[src/rtl/tsb_pkg.sv]
package tsb_pkg;

    typedef enum logic [1:0] {
        OWN_NONE  = 2'd0,
        OWN_LEFT  = 2'd1,
        OWN_RIGHT = 2'd2
    } owner_e;

    typedef struct packed {
        logic en;
        logic val;
    } tok_wr_t;

    // Grant decision from the current holder and the request latches
    // as they will be after this cycle's writes (0 = requesting).
    function automatic owner_e next_owner(owner_e cur, logic nreq_l, logic nreq_r);
        owner_e nxt;
        nxt = cur;
        case (cur)
            OWN_LEFT:  if (nreq_l)  nxt = nreq_r ? OWN_NONE : OWN_RIGHT;
            OWN_RIGHT: if (nreq_r)  nxt = nreq_l ? OWN_NONE : OWN_LEFT;
            default: begin
                if (!nreq_l)      nxt = OWN_LEFT;
                else if (!nreq_r) nxt = OWN_RIGHT;
                else              nxt = OWN_NONE;
            end
        endcase
        return nxt;
    endfunction

endpackage

[src/rtl/tsb_port.sv]
module tsb_port
    import tsb_pkg::*;
#(
    parameter int NFLAG = 8,
    parameter int DW    = 18,
    parameter int AW    = 15
) (
    input  logic             clk,
    input  logic             rst,
    input  logic             sel_n,
    input  logic             ce_n,
    input  logic             we_n,
    input  logic             oe_n,
    input  logic [AW-1:0]    addr,
    input  logic [DW-1:0]    wdata,
    input  logic [NFLAG-1:0] view,
    output tok_wr_t          wr [NFLAG],
    output logic [DW-1:0]    rdata
);
    localparam int SELW = $clog2(NFLAG);

    logic            acc;
    logic            wr_act;
    logic            rd_act;
    logic [SELW-1:0] idx;
    logic            rd_held;
    logic            snap;

    // token space only with select low and chip enable high
    assign acc    = !sel_n && ce_n;
    assign wr_act = acc && !we_n;
    assign rd_act = acc && we_n && !oe_n;
    // only the low address bits pick the token
    assign idx    = addr[SELW-1:0];

    for (genvar g = 0; g < NFLAG; g++) begin : g_dec
        // only data bit 0 carries the request
        assign wr[g].en  = wr_act && (idx == SELW'(g));
        assign wr[g].val = wdata[0];
    end

    // capture on the first read cycle, hold while the read lasts
    always_ff @(posedge clk) begin
        if (rst) begin
            rd_held <= 1'b0;
            snap    <= 1'b1;
        end else begin
            rd_held <= rd_act;
            if (rd_act && !rd_held)
                snap <= view[idx];
        end
    end

    assign rdata = rd_held ? {DW{snap}} : '0;


    hold_stable_chk: assert property (@(posedge clk) disable iff (rst)
        (rd_act && rd_held) |=> $stable(rdata));


    no_write_forbidden_chk: assert property (@(posedge clk) disable iff (rst)
        (!sel_n && !ce_n) |-> !wr_act);

endmodule

[src/rtl/tsb_flag.sv]
module tsb_flag
    import tsb_pkg::*;
(
    input  logic    clk,
    input  logic    rst,
    input  tok_wr_t lw,
    input  tok_wr_t rw,
    output logic    l_view,
    output logic    r_view
);
    logic   req_l, req_r;
    logic   nreq_l, nreq_r;
    owner_e owner;

    // each side keeps its own request latch
    assign nreq_l = lw.en ? lw.val : req_l;
    assign nreq_r = rw.en ? rw.val : req_r;

    always_ff @(posedge clk) begin
        if (rst) begin
            req_l <= 1'b1;
            req_r <= 1'b1;
            owner <= OWN_NONE;
        end else begin
            req_l <= nreq_l;
            req_r <= nreq_r;
            owner <= next_owner(owner, nreq_l, nreq_r);
        end
    end

    // the holder reads 0, everyone else reads 1
    assign l_view = (owner != OWN_LEFT);
    assign r_view = (owner != OWN_RIGHT);


    handoff_to_right_chk: assert property (@(posedge clk) disable iff (rst)
        (owner == OWN_LEFT && lw.en && lw.val && !rw.en && !req_r) |=> (owner == OWN_RIGHT));


    holder_kept_chk: assert property (@(posedge clk) disable iff (rst)
        (owner == OWN_LEFT && !lw.en) |=> (owner == OWN_LEFT));


    left_wins_tie_chk: assert property (@(posedge clk) disable iff (rst)
        (owner == OWN_NONE && lw.en && !lw.val && rw.en && !rw.val) |=> (!l_view && r_view));


    single_holder_chk: assert property (@(posedge clk) disable iff (rst)
        !(!l_view && !r_view));

endmodule

[src/rtl/tok_semaphore_bank.sv]
module tok_semaphore_bank
    import tsb_pkg::*;
#(
    parameter int NFLAG = 8,
    parameter int DW    = 18,
    parameter int AW    = 15
) (
    input  logic          clk,
    input  logic          rst,
    input  logic          lf_sel_n,
    input  logic          lf_ce_n,
    input  logic          lf_we_n,
    input  logic          lf_oe_n,
    input  logic [AW-1:0] lf_addr,
    input  logic [DW-1:0] lf_wdata,
    output logic [DW-1:0] lf_rdata,
    input  logic          rt_sel_n,
    input  logic          rt_ce_n,
    input  logic          rt_we_n,
    input  logic          rt_oe_n,
    input  logic [AW-1:0] rt_addr,
    input  logic [DW-1:0] rt_wdata,
    output logic [DW-1:0] rt_rdata
);
    tok_wr_t          l_wr [NFLAG];
    tok_wr_t          r_wr [NFLAG];
    logic [NFLAG-1:0] l_view;
    logic [NFLAG-1:0] r_view;

    tsb_port #(.NFLAG(NFLAG), .DW(DW), .AW(AW)) u_lport (
        .clk(clk), .rst(rst),
        .sel_n(lf_sel_n), .ce_n(lf_ce_n), .we_n(lf_we_n), .oe_n(lf_oe_n),
        .addr(lf_addr), .wdata(lf_wdata), .view(l_view),
        .wr(l_wr), .rdata(lf_rdata)
    );

    tsb_port #(.NFLAG(NFLAG), .DW(DW), .AW(AW)) u_rport (
        .clk(clk), .rst(rst),
        .sel_n(rt_sel_n), .ce_n(rt_ce_n), .we_n(rt_we_n), .oe_n(rt_oe_n),
        .addr(rt_addr), .wdata(rt_wdata), .view(r_view),
        .wr(r_wr), .rdata(rt_rdata)
    );

    for (genvar g = 0; g < NFLAG; g++) begin : g_flag
        tsb_flag u_flag (
            .clk(clk), .rst(rst),
            .lw(l_wr[g]), .rw(r_wr[g]),
            .l_view(l_view[g]), .r_view(r_view[g])
        );
    end


    reset_quiet_chk: assert property (@(posedge clk)
        rst |=> (lf_rdata == '0 && rt_rdata == '0));

endmodule

[config.mk]
export PLATFORM = sky130hd
export DESIGN_NAME = tok_semaphore_bank
export DESIGN_NICKNAME = d
export VERILOG_FILES = /design/src/rtl/tsb_pkg.sv /design/src/rtl/tsb_port.sv /design/src/rtl/tsb_flag.sv /design/src/rtl/tok_semaphore_bank.sv
export SDC_FILE = /design/constraint.sdc
export NUM_CORES = 1
export LEC_CHECK = 0
export ABC_AREA = 1
export CORE_MARGIN = 2
export CORE_UTILIZATION = 40
export CTS_CLUSTER_SIZE = 8
export DETAILED_ROUTE_END_ITERATION = 10
export MAX_ROUTING_LAYER = met4
export PLACE_DENSITY_LB_ADDON = 0.1
export SLEW_MARGIN = 20
export SYNTH_ARGS = -nofsm -noshare
export SYNTH_HDL_FRONTEND = slang
export SYNTH_SLANG_ARGS = --single-unit
[constraint.sdc]
create_clock -name clk -period 1.9 [get_ports clk]
set_input_delay 0.19 -clock clk [delete_from_list [all_inputs] [get_ports clk]]
set_output_delay 0.19 -clock clk [all_outputs]
set_load 0.01 [all_outputs]
==> run metrics, run 1 <==
Sink Count 36; first-pass GRT wire length 9.61 mm; Syn Inst Count 398; setup TNS 0 ns; R2R setup slack 0.55 ns; CTS max path bufs 2; maximum ir drop on the vdd rail between 0.3 and 0.4 mV; DR pass1 iterations 4; syn_area_per_cell 6.54 µm²; area occupied by multi-input gates 1410 µm²; highest metal used met4; DIE HEIGHT ~85 µm; vias 2390; pre-CTS WS 0.123 ns; core box area around 6300 µm²; number of DRC markers in iteration 0 110; async set or reset register ratio after synthesis 0%; EDFF count, synth 0; Slew @ Worst Pin 0.377 ns; vias in the first global route around 2100; Met2 Wirelength approximately 2.4 mm; Final ANT Viol Nets 0; Synth Flop Type dfxtp_1; main combinational cell family by area after synthesis simple AND/OR/NAND/NOR gates; Synth Area in Compound Gates 5.48%; wire length per cell 11.2 µm; final setup margin 0.199 ns; area grow syn2layout 18.9%; P_leak 1.38 nW; max-slew violations 0; RSZ-0062 raised after global routing no; Reg clk slew, reported paths 0.07 ns; reg2reg path depth 7; clk root buf clkbuf_8; # nets final roughly 510; CP cell instances nand2_1 > clkinvlp_4 > clkdlybuf4s50_1; Simple-Gate Fraction of Synth Area around 41%; clock skew 0.00998 ns; Total Wirelength ~5.6 mm; final hold violations 0; PwrDens 541 nW/µm²; final core utilization 49.0%; post-synthesis xor/xnor area fraction 0%; # setup viols final 0; met3 WL between 300 and 400 µm; Adder-Cell Fraction of Synth Area 7.70%; DRC 0; Yosys top cell area share between 20% and 30%; Final period util between 80% and 90%; share of post-route cells with drive strength above 1 about a tenth; post-synthesis mux area share 0%; hpwl dp about 4.4 mm; slowest CP cell clkdlybuf4s50_1; Critical Path AT 1.51 ns; Skew-Pair Late Insertion Delay roughly 0.30 ns; leading area contributor after synthesis dfxtp_1; register area 721 µm²; Post-Route M1 WL 2.78 mm; worst-path maximum fanout 18; Worst Path Required 1.71 ns; initial antenna violation count 0; Starting Density 41.2%; final instance area 3090 µm²; n_diodes 0; Worst Hold Depth 2; min Tclk post-route 1.70 ns; FF+latch count, synth 36; hold_buf cts 0; Cell Area, Synth ~2600 µm²; Synth cell types 29; die width between 80 and 90 µm; startpoint types flip-flop; worst min path class reg -> reg; # rows 29; Mapped Nets 490; outcome finished clean; port bufs 53; Via density 4.78; fmax 588 MHz; yosys warns 0; maxcap violations 0; Design Power around 1.7 mW; Setup crit end kind primary output; Die ar. 7160 µm²; Fillers 665; gr usage total 17.0%; max_slew headroom 74.9%; IO Pins 112; CTS H-tree depth 2; largest net degree at the start of global routing 34; delay of the slowest critical-path stage about 0.58 ns; top post-synthesis cells by area dfxtp_1 (28%), nand2_1 (13%), nand3_1 (10%), buf_4 (9.8%), nor2_1 (9.5%); CTS tree yes; number of CTS-inserted buffers 5; global route total overflow 0; Seq/Total Area, Yosys 27.7%; Placed Area about 3000 µm²; Crit Path Category reg -> out; GP Congestion 0.794
synth_stat cells (2+ instances only):
| cell | instances |
|---|---|
| a21oi_1 | 9 |
| buf_2 | 3 |
| buf_4 | 34 |
| buf_6 | 2 |
| dfxtp_1 | 36 |
| ha_1 | 16 |
| inv_1 | 38 |
| inv_2 | 8 |
| nand2_1 | 90 |
| nand2_2 | 7 |
| nand3_1 | 54 |
| nand3_2 | 7 |
| nand4_1 | 4 |
| nor2_1 | 66 |
| nor2_2 | 2 |
| nor2_4 | 2 |
| o211ai_1 | 7 |
| or2_2 | 2 |
power breakdown:
| group | internal [mW] | total (mW) | switching [mW] | leakage, nW |
|---|---|---|---|---|
| clock network | 0.390 | 0.678 | 0.288 | 0.0552 |
| logic | 0.100 | 0.225 | 0.125 | 1.03 |
| registers | 0.765 | 0.771 | 0.00551 | 0.292 |
path summary, 6_finish.rpt:
kind                              from                         to
min                       u_lport.snap               u_lport.snap
max                    u_rport.rd_held                rt_rdata[5]
min reg2reg               u_lport.snap               u_lport.snap
max reg2reg  g_flag[1].u_flag.owner[0]  g_flag[1].u_flag.owner[0]
sequential cells by signal, indices dropped and copies added, names as in the netlist:
name,cells
u_lport.rd_held,1
u_lport.snap,1
g_flag.u_flag.owner,16
u_rport.rd_held,1
g_flag.u_flag.req_l,8
g_flag.u_flag.req_r,8
u_rport.snap,1
cell type report:
| type | instances | area share [%] |
|---|---|---|
| well taps | 77 | 3.11 |
| multi-input cells | 275 | 45.5 |
| clock inverters | 2 | 1.13 |
| flip-flops and latches | 36 | 23.3 |
| clock buffers | 6 | 2.35 |
| repair buffers | 58 | 18.8 |
| inverters | 46 | 5.83 |
layout by cell type (no fill, tap or decap), types with 2 or more instances in the layout:
cell,instances
nand2_1,90
nor2_1,66
nand3_1,54
clkdlybuf4s50_1,53
inv_1,36
dfxtp_1,36
ha_1,16
a21oi_1,9
inv_2,8
nand2_2,7
nand3_2,7
o211ai_1,7
clkbuf_8,5
nand4_1,4
buf_4,4
clkinvlp_4,2
nor2_4,2
nor2_2,2
or2_2,2
kinds of logic (layout without fill, tap and decap cells):
kind of cell               count (synthesis)  count (layout)
and+or+nand+nor                          237             237
adders and majority gates                 16              16
AOI/OAI and AO/OA                         22              22
DFF                                       36              36
buffers and inverters                     87             112
per-layer routing:
layer	vias to the layer above	global-route usage, %
met5	-	-
met3	6	3.74
met4	0	5.63
met1	1048	21.6
li1	1276	-
met2	60	26.7
critical path: cells and delay by family, from the launching register on:
kind | cells | cell delay [ns]
and+or+nand+nor | 1 | 0.09
buffers and inverters | 2 | 0.78
DFF | 1 | 0.35
stage by stage:
step                      hold slack (ns)  std cells
after floorplan                     0.262        398
after global placement              0.448        492
after detailed placement            0.456        492
after CTS                           0.475        500
after global routing                0.495        500
final                               0.472        500
what timing repair did:
item / in CTS / in global routing
buffers inserted: 0 / 0
endpoints found under the setup margin: 0 / 36
endpoints found under the hold margin: 0 / 0
resized for setup: 0 / 2
No activity file was read; power rests on OpenSTA's default activity.
==> run 2: changes to the inputs <==
--- a/config.mk
+++ b/config.mk
@@ -12,7 +12,7 @@
 export DETAILED_ROUTE_END_ITERATION = 10
 export MAX_ROUTING_LAYER = met4
 export PLACE_DENSITY_LB_ADDON = 0.1
-export SLEW_MARGIN = 20
+export SLEW_MARGIN = 10
 export SYNTH_ARGS = -nofsm -noshare
 export SYNTH_HDL_FRONTEND = slang
 export SYNTH_SLANG_ARGS = --single-unit
==> results of run 2 <==
Same layout as run 1: the final DEF is identical, and so are final timing and power.
==> run 3: changes to the inputs <==
--- a/config.mk
+++ b/config.mk
@@ -12,7 +12,7 @@
 export DETAILED_ROUTE_END_ITERATION = 10
 export MAX_ROUTING_LAYER = met4
 export PLACE_DENSITY_LB_ADDON = 0.1
-export SLEW_MARGIN = 10
+export SLEW_MARGIN = 20
 export SYNTH_ARGS = -nofsm -noshare
 export SYNTH_HDL_FRONTEND = slang
 export SYNTH_SLANG_ARGS = --single-unit
==> results of run 3 <==
Same layout as run 1: the final DEF is identical, and so are final timing and power.
